<file path="src/rtl/dac_prog_pkg.sv">
package dac_prog_pkg;
  localparam int unsigned VAL_W = 14;
  localparam int unsigned HI_W  = VAL_W - 8;

  typedef enum logic [1:0] {
    PS_IDLE,
    PS_MASK,
    PS_DATA,
    PS_PAD
  } parse_st_e;
endpackage

</file>
<file path="src/rtl/dac_prog_seq.sv">
module dac_prog_seq
  import dac_prog_pkg::*;
#(
  parameter int unsigned NUM_CH   = 32,
  parameter logic [7:0]  CMD_CODE = 8'h50,
  localparam int unsigned DATA_BYTES = 2 * NUM_CH,
  localparam int unsigned CNT_W      = $clog2(DATA_BYTES),
  localparam int unsigned CH_W       = $clog2(NUM_CH)
) (
  input  logic              clk_i,
  input  logic              rst_ni,
  input  logic              byte_vld_i,
  input  logic [7:0]        byte_i,
  input  logic              sop_i,
  input  logic              eop_i,
  output logic              stage_we_o,
  output logic [CH_W-1:0]   stage_ch_o,
  output logic [VAL_W-1:0]  word_o,
  output logic              commit_o,
  output logic [NUM_CH-1:0] mask_o,
  output logic              err_o
);
  localparam int unsigned MASK_BYTES = NUM_CH / 8;

  parse_st_e         state_q;
  logic [CNT_W-1:0]  cnt_q;
  logic [HI_W-1:0]   hi_q;
  logic [NUM_CH-1:0] mask_q;
  logic              err_q;
  logic              last_mask, last_data, err_d;

  assign last_mask = (cnt_q == CNT_W'(MASK_BYTES - 1));
  assign last_data = (cnt_q == CNT_W'(DATA_BYTES - 1));

  // first word on the wire is the highest channel
  assign stage_ch_o = CH_W'(NUM_CH - 1) - cnt_q[CNT_W-1:1];
  assign word_o     = {hi_q, byte_i};
  assign stage_we_o = byte_vld_i && !sop_i && (state_q == PS_DATA) && cnt_q[0];
  assign commit_o   = stage_we_o && last_data;
  assign mask_o     = mask_q;
  assign err_o      = err_q;

  always_comb begin
    err_d = 1'b0;
    if (byte_vld_i && eop_i) begin
      if (sop_i) err_d = (byte_i == CMD_CODE);
      else       err_d = (state_q == PS_MASK) || ((state_q == PS_DATA) && !last_data);
    end
  end

  always_ff @(posedge clk_i or negedge rst_ni) begin
    if (!rst_ni) begin
      state_q <= PS_IDLE;
      cnt_q   <= '0;
      hi_q    <= '0;
      mask_q  <= '0;
      err_q   <= 1'b0;
    end else begin
      err_q <= err_d;
      if (byte_vld_i) begin
        if (sop_i) begin
          cnt_q   <= '0;
          mask_q  <= '0;
          state_q <= (byte_i == CMD_CODE && !eop_i) ? PS_MASK : PS_IDLE;
        end else begin
          unique case (state_q)
            PS_MASK: begin
              mask_q <= {mask_q[NUM_CH-9:0], byte_i};
              if (eop_i) state_q <= PS_IDLE;
              else if (last_mask) begin
                state_q <= PS_DATA;
                cnt_q   <= '0;
              end else cnt_q <= cnt_q + 1'b1;
            end
            PS_DATA: begin
              if (!cnt_q[0]) hi_q <= byte_i[HI_W-1:0];
              if (eop_i) state_q <= PS_IDLE;
              else if (last_data) state_q <= PS_PAD;
              else cnt_q <= cnt_q + 1'b1;
            end
            PS_PAD:  if (eop_i) state_q <= PS_IDLE;
            default: ;
          endcase
        end
      end
    end
  end
endmodule

</file>
<file path="src/rtl/dac_prog_stage.sv">
module dac_prog_stage
  import dac_prog_pkg::*;
#(
  parameter int unsigned NUM_CH = 32,
  localparam int unsigned CH_W  = $clog2(NUM_CH)
) (
  input  logic                         clk_i,
  input  logic                         rst_ni,
  input  logic                         we_i,
  input  logic [CH_W-1:0]              ch_i,
  input  logic [VAL_W-1:0]             word_i,
  output logic [(NUM_CH-1)*VAL_W-1:0]  stage_o
);
  // channel 0 is never staged: it arrives together with the commit
  for (genvar k = 1; k < NUM_CH; k++) begin : g_ch
    logic [VAL_W-1:0] val_q;
    always_ff @(posedge clk_i or negedge rst_ni) begin
      if (!rst_ni)                            val_q <= '0;
      else if (we_i && ch_i == CH_W'(k))      val_q <= word_i;
    end
    assign stage_o[(k-1)*VAL_W +: VAL_W] = val_q;
  end
endmodule

</file>
<file path="src/rtl/dac_prog_shadow.sv">
module dac_prog_shadow
  import dac_prog_pkg::*;
#(
  parameter int unsigned NUM_CH = 32,
  localparam int unsigned CH_W  = $clog2(NUM_CH)
) (
  input  logic                         clk_i,
  input  logic                         rst_ni,
  input  logic                         commit_i,
  input  logic [NUM_CH-1:0]            mask_i,
  input  logic [(NUM_CH-1)*VAL_W-1:0]  stage_i,
  input  logic [VAL_W-1:0]             word_i,
  input  logic [CH_W-1:0]              rd_addr_i,
  output logic [VAL_W-1:0]             rd_data_o,
  output logic [NUM_CH*VAL_W-1:0]      shadow_o
);
  logic [VAL_W-1:0] shadow_q [NUM_CH];

  for (genvar k = 0; k < NUM_CH; k++) begin : g_ch
    logic [VAL_W-1:0] nxt;
    if (k == 0) begin : g_live
      assign nxt = word_i;
    end else begin : g_staged
      assign nxt = stage_i[(k-1)*VAL_W +: VAL_W];
    end
    always_ff @(posedge clk_i or negedge rst_ni) begin
      if (!rst_ni)                    shadow_q[k] <= '0;
      else if (commit_i && mask_i[k]) shadow_q[k] <= nxt;
    end
    assign shadow_o[k*VAL_W +: VAL_W] = shadow_q[k];
  end

  always_comb begin
    rd_data_o = '0;
    for (int k = 0; k < NUM_CH; k++)
      if (rd_addr_i == CH_W'(k)) rd_data_o = shadow_q[k];
  end
endmodule

</file>
<file path="src/rtl/dac_prog_parser.sv">
module dac_prog_parser
  import dac_prog_pkg::*;
#(
  parameter int unsigned NUM_CH   = 32,
  parameter logic [7:0]  CMD_CODE = 8'h50,
  localparam int unsigned ADDR_W  = $clog2(NUM_CH)
) (
  input  logic              clk_i,
  input  logic              rst_ni,
  input  logic              in_valid_i,
  output logic              in_ready_o,
  input  logic [7:0]        in_data_i,
  input  logic              in_sop_i,
  input  logic              in_eop_i,
  input  logic [ADDR_W-1:0] rd_addr_i,
  output logic [VAL_W-1:0]  rd_data_o,
  output logic              done_o,
  output logic [NUM_CH-1:0] done_map_o,
  output logic              err_o
);
  logic                        stage_we, commit_w;
  logic [ADDR_W-1:0]           stage_ch;
  logic [VAL_W-1:0]            word;
  logic [NUM_CH-1:0]           mask;
  logic [(NUM_CH-1)*VAL_W-1:0] stage_flat;
  logic [NUM_CH*VAL_W-1:0]     shadow_w;
  logic                        done_q;
  logic [NUM_CH-1:0]           map_q;

  assign in_ready_o = 1'b1;

  dac_prog_seq #(.NUM_CH(NUM_CH), .CMD_CODE(CMD_CODE)) u_seq (
    .clk_i, .rst_ni,
    .byte_vld_i (in_valid_i),
    .byte_i     (in_data_i),
    .sop_i      (in_sop_i),
    .eop_i      (in_eop_i),
    .stage_we_o (stage_we),
    .stage_ch_o (stage_ch),
    .word_o     (word),
    .commit_o   (commit_w),
    .mask_o     (mask),
    .err_o      (err_o)
  );

  dac_prog_stage #(.NUM_CH(NUM_CH)) u_stage (
    .clk_i, .rst_ni,
    .we_i    (stage_we),
    .ch_i    (stage_ch),
    .word_i  (word),
    .stage_o (stage_flat)
  );

  dac_prog_shadow #(.NUM_CH(NUM_CH)) u_shadow (
    .clk_i, .rst_ni,
    .commit_i  (commit_w),
    .mask_i    (mask),
    .stage_i   (stage_flat),
    .word_i    (word),
    .rd_addr_i (rd_addr_i),
    .rd_data_o (rd_data_o),
    .shadow_o  (shadow_w)
  );

  always_ff @(posedge clk_i or negedge rst_ni) begin
    if (!rst_ni) begin
      done_q <= 1'b0;
      map_q  <= '0;
    end else begin
      done_q <= commit_w;
      if (commit_w) map_q <= mask;
    end
  end

  assign done_o     = done_q;
  assign done_map_o = map_q;
endmodule

</file>
<file path="config.mk">
export PLATFORM = sky130hd
export DESIGN_NAME = dac_prog_parser
export DESIGN_NICKNAME = d
export VERILOG_FILES = /design/src/rtl/dac_prog_pkg.sv /design/src/rtl/dac_prog_seq.sv /design/src/rtl/dac_prog_stage.sv /design/src/rtl/dac_prog_shadow.sv /design/src/rtl/dac_prog_parser.sv
export SDC_FILE = /design/constraint.sdc
export NUM_CORES = 1
export LEC_CHECK = 0
export BUFFER_PORTS_ARGS = -buffer_cell sky130_fd_sc_hd__buf_2
export CAP_MARGIN = 30
export CORE_ASPECT_RATIO = 0.5
export CORE_MARGIN = 2
export CORE_UTILIZATION = 51
export DETAILED_ROUTE_END_ITERATION = 16
export GPL_TIMING_DRIVEN = 0
export PLACE_DENSITY_LB_ADDON = 0.15
export SLEW_MARGIN = 20
export SYNTH_ARGS = -nofsm -noshare
export SYNTH_HDL_FRONTEND = slang
export SYNTH_SLANG_ARGS = --single-unit
</file>
<file path="constraint.sdc">
create_clock -name clk_i -period 5 [get_ports clk_i]
set_input_delay 0.75 -clock clk_i [delete_from_list [all_inputs] [get_ports clk_i]]
set_output_delay 0.75 -clock clk_i [all_outputs]
set_load 0.01 [all_outputs]
</file>
# Yosys cells after proc, flatten, opt, wreduce, memory -nomap -nowiden

Index checks and enable logic that the tools add are counted.

Output and inout bits: 49
Register bits after elaboration: 962

Add/sub/neg operators: 2
Equal/unequal tests: 74
Bitwise operators: 2
Reduce and logical (&&, ||, !) cells: 82
Mux-type cells: 50

Operator list:

| cell                                                             | number |
|---|---|
| 14-bit two-way mux                                               | 32 |
| 5-bit == test (second input constant)                            | 32 |
| 5-bit by 4-bit == test with 1-bit output (second input constant) | 16 |
| 1-bit logical AND                                                | 70 |
| 32-bit two-way mux                                               | 2 |
| 5-bit by 3-bit == test with 1-bit output (second input constant) | 8 |
| 6-bit two-way mux                                                | 5 |
| 5-bit by 2-bit == test with 1-bit output (second input constant) | 4 |
| 2-bit two-way mux                                                | 6 |
| 3-bit != test (second input constant)                            | 4 |
| 6-bit one-hot mux with 2 select lines                            | 1 |
| 5-bit by 1-bit == test with 1-bit output (second input constant) | 2 |
| 5-bit AND reduction                                              | 2 |
| 8-bit by 7-bit == test with 1-bit output (second input constant) | 1 |
| 4-bit by 3-bit != test with 1-bit output (second input constant) | 2 |
| 6-bit by 1-bit adder with 6-bit output (second input constant)   | 1 |
| 6-bit by 2-bit == test with 1-bit output (second input constant) | 1 |
| 6-bit == test (second input constant)                            | 1 |
| 2-bit one-hot mux with 3 select lines                            | 1 |
| 5-bit logical NOT                                                | 1 |
| 5-bit subtractor (first input constant)                          | 1 |
| 2-bit == test (second input constant)                            | 2 |
| 4-bit AND reduction                                              | 1 |
| 4-bit nonzero test                                               | 1 |
| other kinds (8)                                                  | 13 |

# Logic depth before layout (Yosys ltp)

Gate-level depths: netlist of run 1.

Depth after elaboration: 33
Mapped depth: 11

# Hierarchy

From an unflattened synthesis of run 1, not the netlist that was laid out.

Cells, all modules: 3,053
Area total of the unflattened synthesis: 42,055.3 sq um

By module, submodules not included:

| module          | times used | cells an instance | area each (sq um) |
|---|---|---|---|
| dac_prog_shadow | 1          | 1,756             | 22,072.4 |
| dac_prog_stage  | 1          | 991               | 16,356.9 |
| dac_prog_seq    | 1          | 235               | 2,244.7 |
| dac_prog_parser | 1          | 71                | 1,381.3 |

# Worst setup path after synthesis of run 1

Ideal clock, no wire load.

Path kind: input-to-output
From: input rd_addr_i[0]
To: output rd_data_o[5]
Stages on the path: 9
Slack: 1.781 ns
Required time: 4.250 ns
Arrival: 2.469 ns
Path buffers: 4
Path through: buf_2 -> inv_2 -> clkbuf_1 -> clkbuf_1 -> clkbuf_1 -> a21oi_1 -> o21ai_0 -> nand3b_1 -> a211oi_1

Word-level cells in the longest chain between the ends: 33

Ends and longest elaborated chain:

| what                             | RTL line              | text |
|---|---|---|
| start, declared                  | dac_prog_parser.sv:15 | `input logic [ADDR_W-1:0] rd_addr_i,` |
| 5-bit logical NOT                | dac_prog_shadow.sv:36 | `if (rd_addr_i == CH_W'(k)) rd_data_o = shadow_q[k];` |
| 14-bit two-way mux (31 in a row) | dac_prog_shadow.sv:36 |  |
| 14-bit two-way mux *             | dac_prog_shadow.sv:36 |  |
| end, declared                    | dac_prog_parser.sv:16 | `output logic [VAL_W-1:0] rd_data_o,` |

Mark *: on every way between the ends. The rest lies on a longest branch, timed or not.

# Worst setup path in the final report of run 1

From: input rd_addr_i[1]
To: output rd_data_o[10]

Same word-level chain as after synthesis.

==> qor.yml, run 1 <==
path_class: "primary input to output port"
rows: 74
detailedRoute.firstIterationViolations: 3932
final-instance-count-excl-fill: 4505
detailed_place_hpwl_um: 123700
cts_buffers: 87
yosysTopAreaCell: "sky130_fd_sc_hd__dfrtp_1"
overflow: 0
max_cap_violations: 0
holdWs_ps: 58.40
htree_num_levels: 3
max-vdd-ir-drop_v: 0.0002935
worst_ep_required_time_ps: 4250
least_margin_pin_slew_ps: 1155
final_nets: 3357
first_pass_iters: 14
worst_ep_arrival_time_ps: 4370
cp_slowest_cell: "sky130_fd_sc_hd__nand2b_1"
die_height_um: 207.7
cts_root_buf: "sky130_fd_sc_hd__clkbuf_16"
cts.sink_count: 962
grt_max_degree: 142
worst_slew_margin_rel_pct: 23.00
clkSlewWorstSetupHoldPaths_ps: 60
clockBufferDepth: 3
place_inst: 4342
grt_pass1_vias: 28510
path_cells: "buf_2 -> nand2b_1 -> clkbuf_1 -> buf_6 -> buf_1 -> buf_8 -> nor2_1 -> o311ai_0 -> nor2_1 -> a21oi_1 -> buf_2"
clock_tree_from_tritoncts: "done"
async_reset_ff_share_pct: 100.0
yosys_warnings: 0
design.core.area_um2: 81940
drtAntennaViolNets: 0
yosys_register_bits: 962
design.die.area_um2: 85450
synth_top_area_share_pct: 56.88
critPathLaunchType: "primary input"
setup-violations-final: 8
slowest_delay_ps: 790
number_of_antenna_violations_at_the_first_check_in_global_routing: 16
mappedNetlistNets: 3167
worst_hold_path_type: "primary input to asynchronous set/reset pin"
synth-main-ff-cell: "sky130_fd_sc_hd__dfrtp_1"
drt-total-wl_um: 168800
die_width_um: 411.4
synthCells: 3145
io-pin-count: 67
post_synthesis_to_final_layout_area_growth_pct: 12.74
multi_input_area_um2: 17050
setup.worst_path.start: "rd_addr_i[1]"
report.final.hold_viol_count: 0
portBuffers: 62
number_of_enable_flip_flop_cells_after_synthesis: 0
unrepaired_setup_endpoints_after_global_routing: "no"
post_synth_instance_area_um2: 42330
critical_path.n_buffers_inverters: 6
synth_area_leaders: "sky130_fd_sc_hd__dfrtp_1, sky130_fd_sc_hd__mux2_2, sky130_fd_sc_hd__mux2_1"
detailroute.via_count: 29540
fin_worst_skew_ps: 24.83
total_leakage_power_uw: 0.02437
floorplan.initialDensity_pct: 51.65
synth.yosys.seq_area_share_pct: 56.88
place.gp.congestion: 1.017
wl_per_cell_um: 37.47
seq_area_um2: 24070
drive_above_1_share_pct: 34.41
grt_first_pass_wirelength_um: 232000
top_achievable_clock_speed_ghz: 0.1954
timing.rr.start: "u_seq.state_q[0]"
layout_worst_path_cycle_share_pct: 102.4
failed_checks: "design-rule violations, negative setup slack"
worst_path_dominant_cell_family: "buffers and inverters"
drcViolationCount: 4
pwr_density_cell_nw_per_um2: 357.0
synth.lib_cells_used.distinct: 79
syn_area_per_cell_um2: 13.46
insertion_delay_ps: 700
min_period_ps: 5118
avgViaCountPerCell: 6.558
grt_use_total_pct: 39.59
ctsHoldBuffers: 0
layout_setup_ws_ps: -117.9
final-max-slew-violation-count: 0
endpoint_kind: "output port"
crit_path_max_fanout: 8
final.fill_count: 6698
run_status: "finished with violations"
layout by cell type (no fill, tap or decap), types with 9 or more instances in the layout:
| cell | count |
|---|---|
| sky130_fd_sc_hd__nor2_1 | 95 |
| sky130_fd_sc_hd__inv_1 | 14 |
| sky130_fd_sc_hd__o221ai_1 | 17 |
| sky130_fd_sc_hd__nand2_1 | 175 |
| sky130_fd_sc_hd__nor2b_1 | 25 |
| sky130_fd_sc_hd__clkinv_2 | 16 |
| sky130_fd_sc_hd__nand3_1 | 26 |
| sky130_fd_sc_hd__a22oi_1 | 20 |
| sky130_fd_sc_hd__a31oi_1 | 16 |
| sky130_fd_sc_hd__mux2i_1 | 39 |
| sky130_fd_sc_hd__o32ai_1 | 12 |
| sky130_fd_sc_hd__buf_1 | 19 |
| sky130_fd_sc_hd__mux2_2 | 654 |
| sky130_fd_sc_hd__a2bb2oi_1 | 9 |
| sky130_fd_sc_hd__nor3_1 | 35 |
| sky130_fd_sc_hd__mux2_4 | 90 |
| sky130_fd_sc_hd__buf_8 | 9 |
| sky130_fd_sc_hd__a221oi_1 | 11 |
| sky130_fd_sc_hd__o21ai_0 | 115 |
| sky130_fd_sc_hd__o211ai_1 | 11 |
| sky130_fd_sc_hd__mux2_1 | 171 |
| sky130_fd_sc_hd__a21oi_1 | 93 |
| sky130_fd_sc_hd__o22ai_1 | 33 |
| sky130_fd_sc_hd__nand2b_1 | 56 |
| sky130_fd_sc_hd__clkbuf_8 | 13 |
| sky130_fd_sc_hd__dfrtp_1 | 962 |
| sky130_fd_sc_hd__clkbuf_1 | 112 |
| sky130_fd_sc_hd__bufinv_16 | 14 |
| sky130_fd_sc_hd__clkbuf_16 | 87 |
| sky130_fd_sc_hd__nand2_4 | 29 |
| sky130_fd_sc_hd__mux4_2 | 12 |
| sky130_fd_sc_hd__buf_2 | 111 |
| sky130_fd_sc_hd__buf_6 | 42 |
| sky130_fd_sc_hd__clkbuf_2 | 14 |
| sky130_fd_sc_hd__a211oi_1 | 20 |
| sky130_fd_sc_hd__buf_4 | 22 |
final cells by class:
cell class / count / share of cell area [%]
Multi-Input combinational cell: 1935 / 35.72
Clock inverter: 37 / 1.219
Tap cell: 1102 / 2.890
Buffer: 231 / 2.730
Clock buffer: 114 / 5.048
Inverter: 16 / 0.1364
Antenna cell: 6 / 0.03147
Timing Repair Buffer: 102 / 1.773
Sequential cell: 962 / 50.45
cell families (layout without fill, tap and decap cells):
family | after synthesis | after routing | share of synthesized area [%]
mux | 967 | 967 | 26.73
buf+inv | 248 | 500 | 3.009
fa+ha+maj | 4 | 4 | 0.1182
other cells | 1 | 7 | 0.008860
flops | 962 | 962 | 56.88
simple gates | 516 | 516 | 6.347
compound gates | 447 | 447 | 6.914
report_power, final:
part           total, µW  internal (µW)  switching [µW]
logic               1670            382            1290
clock network       7220           4120            3100
registers           8150           7930             217
path summary, 6_finish.rpt:
check                                             to  slack [ps]  depth (start not counted)
min in group clk_i                  u_seq.state_q[1]         310                          2
min                           u_shadow.shadow_o[122]          60                          1
max reg2reg                u_stage.g_ch[17].val_q[9]        1580                          8
min reg2reg                   u_shadow.shadow_o[124]         460                          1
max                                    rd_data_o[10]        -120                         11
max in group asynchronous  u_stage.g_ch[27].val_q[1]        2460                          4
layer usage:
metal	global-route usage (%)	up-vias	share of wire [%]
met1	60.87	15830	46
li1	-	11710	-
met4	12.73	6	3.6
met2	50.83	1662	38
met5	0	-	0.049
met3	14.65	332	12
per-stage QoR:
step                utilization (%)  TNS [ps]  cell area [µm²]  total power [µW]  setup slack (ps)
floorplan                         -         0            42330              8831              1781
global placement              53.72         -            44010              9800            -17220
detailed placement            54.36     -8136            44540              9875             -1021
CTS                           58.11         0            47610             17010             5.487
global route                  58.21         0            47700             17470             3.328
finish                        58.23    -644.2            47720             17040            -117.9
cell usage after synthesis, types with 14 or more instances:
master and number:
sky130_fd_sc_hd__dfrtp_1 962, sky130_fd_sc_hd__mux2_2 654, sky130_fd_sc_hd__nand2_1 176, sky130_fd_sc_hd__mux2_1 171, sky130_fd_sc_hd__o21ai_0 118, sky130_fd_sc_hd__clkbuf_1 114
sky130_fd_sc_hd__nor2_1 96, sky130_fd_sc_hd__a21oi_1 93, sky130_fd_sc_hd__mux2_4 90, sky130_fd_sc_hd__buf_2 59, sky130_fd_sc_hd__nand2b_1 56, sky130_fd_sc_hd__mux2i_1 40
sky130_fd_sc_hd__nor3_1 40, sky130_fd_sc_hd__o22ai_1 33, sky130_fd_sc_hd__buf_6 29, sky130_fd_sc_hd__nand2_4 29, sky130_fd_sc_hd__nand3_1 26, sky130_fd_sc_hd__nor2b_1 26
sky130_fd_sc_hd__buf_1 25, sky130_fd_sc_hd__a211oi_1 22, sky130_fd_sc_hd__a22oi_1 20, sky130_fd_sc_hd__o221ai_1 17, sky130_fd_sc_hd__a31oi_1 16, sky130_fd_sc_hd__inv_1 14
state kept, by name, summed over array words and instances (netlist names):
signal / cells
u_shadow.shadow_o: 448
u_seq.hi_q: 6
u_seq.cnt_q: 6
done_o: 1
done_map_o: 32
u_seq.state_q: 2
u_seq.mask_o: 32
u_seq.err_o: 1
u_stage.g_ch.val_q: 434
repair_timing:
item                                    in CTS  in global routing
setup buffers                                0                  3
resized for setup                           37                 17
endpoints found under the setup margin      13                  9
gates cloned                                 0                  0
Power figures use the tool's default switching activity.
==> run 2, diff against run 1 <==
clock period = 4.9 ns   (was 5 ns; I/O delays follow)
==> run 2 against run 1 <==
The flow still finishes with violations (design-rule violations, negative setup slack). Clock power rose by 2%. Total power is 2.1% higher. Clock skew is 3.5 ps lower. Sequential share of layout area hardly changed. Sequential power increased by 2%. Flip-flop and latch count stayed put. Die area is the same. Register-to-register slack worse by 30 ps. Cell count barely moved. Worst hold slack worse by 19 ps. Setup slack got worse by 60 ps. First-iteration DRC count down 0.41%. Critical path type unchanged.
==> qor.yml, run 2 (synthesized netlist as in run 1, its figures left out) <==
detailed_place.area_um2: 44540  # unchanged
design.core.area_um2: 81940  # unchanged
die_height_um: 207.7  # unchanged
slowest_delay_ps: 790  # about the same
final-instance-count-excl-fill: 4504  # was 4,505
path_class: "primary input to output port"  # unchanged
post_synthesis_to_final_layout_area_growth_pct: 12.74  # about the same
layout_worst_path_cycle_share_pct: 103.6
grt_first_pass_wirelength_um: 232200  # was 232,000 µm
setup-violations-final: 5  # was 8
portBuffers: 62  # unchanged
overflow: 0  # unchanged
layout.cell_area.non_filler_um2: 47720  # about the same
drive_above_1_share_pct: 34.55  # was 34.41%
largest_register_ff_count: 448  # unchanged
grt_pass1_vias: 28560  # was 28,510
htree_num_levels: 3  # unchanged
clkSlewWorstSetupHoldPaths_ps: 60  # about the same
number_of_antenna_violations_at_the_first_check_in_global_routing: 18  # was 16
grt_use_total_pct: 39.62  # was 39.59%
crit_path_max_fanout: 8  # unchanged
r2r-end: "u_stage.g_ch[17].val_q[12]"  # was u_stage.g_ch[17].val_q[9]
final-max-slew-violation-count: 0  # unchanged
holdWs_ps: 38.90  # was 58.40 ps
first_pass_iters: 12  # was 14
grt_max_degree: 142  # unchanged
run_status: "finished with violations"  # unchanged
drtAntennaViolNets: 0  # unchanged
cp_slowest_cell: "sky130_fd_sc_hd__nand2b_1"  # unchanged
worst_hold_path_type: "primary input to asynchronous set/reset pin"  # unchanged
avgViaCountPerCell: 6.542  # was 6.558
place_inst: 4342  # unchanged
multi_input_area_um2: 17060  # was 17,050 µm²
timing.rr.start: "u_seq.state_q[0]"  # unchanged
regToRegSetupSlack_ps: 1550  # was 1580 ps
critPathLaunchType: "primary input"  # unchanged
mostFrequentLayoutCell: "sky130_fd_sc_hd__dfrtp_1"  # unchanged
failed_checks: "design-rule violations, negative setup slack"  # unchanged
fin_worst_skew_ps: 21.38  # was 24.83 ps
pwr_density_cell_nw_per_um2: 364.4  # was 357.0 nW/µm²
place_worst_setup_slack_ps: -1091  # was -1021 ps
detailed_place_hpwl_um: 123700  # unchanged
top_achievable_clock_speed_ghz: 0.1969
cts.sink_count: 962  # unchanged
max_cap_violations: 0  # unchanged
total_leakage_power_uw: 0.02437  # about the same
final_nets: 3355  # was 3,357
worst_slew_margin_rel_pct: 24.10  # was 23.00%
path_cells: "buf_2 -> nand2b_1 -> clkbuf_1 -> buf_6 -> buf_1 -> buf_8 -> nor2_1 -> o311ai_0 -> nor2_1 -> a21oi_1 -> buf_2"  # unchanged
detailedRoute.firstIterationViolations: 3916  # was 3,932
worst_ep_required_time_ps: 4160  # was 4250 ps
drt-total-wl_um: 168800  # about the same
clockBufferDepth: 3  # unchanged
cts_root_buf: "sky130_fd_sc_hd__clkbuf_16"  # unchanged
floorplan.initialDensity_pct: 51.65  # unchanged
report.final.hold_viol_count: 0  # unchanged
cts_buffers: 87  # unchanged
ctsHoldBuffers: 0  # unchanged
endpoint_kind: "output port"  # unchanged
wl_per_cell_um: 37.47  # about the same
least_margin_pin_slew_ps: 1139  # was 1155 ps
die_width_um: 411.4  # unchanged
worst-r2r-cell-count: 8  # unchanged
seq_area_um2: 24070  # unchanged
layout_setup_ws_ps: -178.3  # was -117.9 ps
final.fill_count: 6707  # was 6,698
max-vdd-ir-drop_v: 0.0002995  # was 0.0002935 V
drcViolationCount: 4  # unchanged
io-pin-count: 67  # unchanged
insertion_delay_ps: 700  # about the same
min_period_ps: 5078
detailroute.via_count: 29460  # was 29,540
place.gp.congestion: 1.017  # unchanged
design.die.area_um2: 85450  # unchanged
worst_ep_arrival_time_ps: 4340  # was 4370 ps
final_cell_mix: "sky130_fd_sc_hd__dfrtp_1, sky130_fd_sc_hd__mux2_2, sky130_fd_sc_hd__nand2_1"  # unchanged
rows: 74  # unchanged
clock_tree_from_tritoncts: "done"  # unchanged
run 2: what timing repair did:
item,4_1_cts,5_1_grt
setup buffers,2,0
resized for setup,42,18
setup endpoints to repair,14,11
run 2: worst max-delay path, delay by kind of cell:
family	cells	cell delay, ps
compound gates	2	840
buf+inv	6	1630
simple gates	3	1080
run 2: metrics by stage:
step | power, µW | setup TNS (ps) | util [%]
6_report | 17390 | -509.6 | 58.23
5_1_grt | 17830 | -15.44 | 58.21
4_1_cts | 17360 | 0 | 58.15
3_5_place_dp | 10080 | -9092 | 54.36
3_3_place_gp | 10000 | - | 53.72
2_1_floorplan | 9011 | 0 | -
run 2: how the worst max path moves through the flow:
stage	startpoint	end	slack, ps
3_5_place_dp	rd_addr_i[1]	rd_data_o[4]	-1090
3_3_place_gp	rst_ni	u_shadow.shadow_o[272]	-17300
2_1_floorplan	rd_addr_i[0]	rd_data_o[5]	1710
6_report	rd_addr_i[1]	rd_data_o[10]	-180
5_1_grt	rd_addr_i[1]	rd_data_o[4]	-20
4_1_cts	rd_addr_i[3]	rd_data_o[5]	2
run 2: layout make-up:
cell class / count / share of cell area [%]
Sequential cell: 962 / 50.45
Multi-Input combinational cell: 1935 / 35.75
Clock buffer: 114 / 5.047
Tap cell: 1102 / 2.889
Buffer: 231 / 2.732
Timing Repair Buffer: 100 / 1.741
Clock inverter: 37 / 1.219
Inverter: 16 / 0.1363
Antenna cell: 7 / 0.03671
run 2: per-layer routing:
layer | wire length, µm | share of wire (%) | global-route usage [%] | vias to the layer above
li1 | - | - | - | 11690
met1 | 77170 | 46 | 61.01 | 15800
met2 | 65240 | 39 | 50.66 | 1649
met3 | 20640 | 12 | 14.57 | 323
met4 | 5710 | 3.4 | 13.15 | 4
met5 | 28 | 0.017 | 0 | -
run 2: power breakdown:
group          total (µW)  internal, µW  switching (µW)
combinational        1700           389            1320
sequential           8320          8090             222
clock                7370          4200            3170
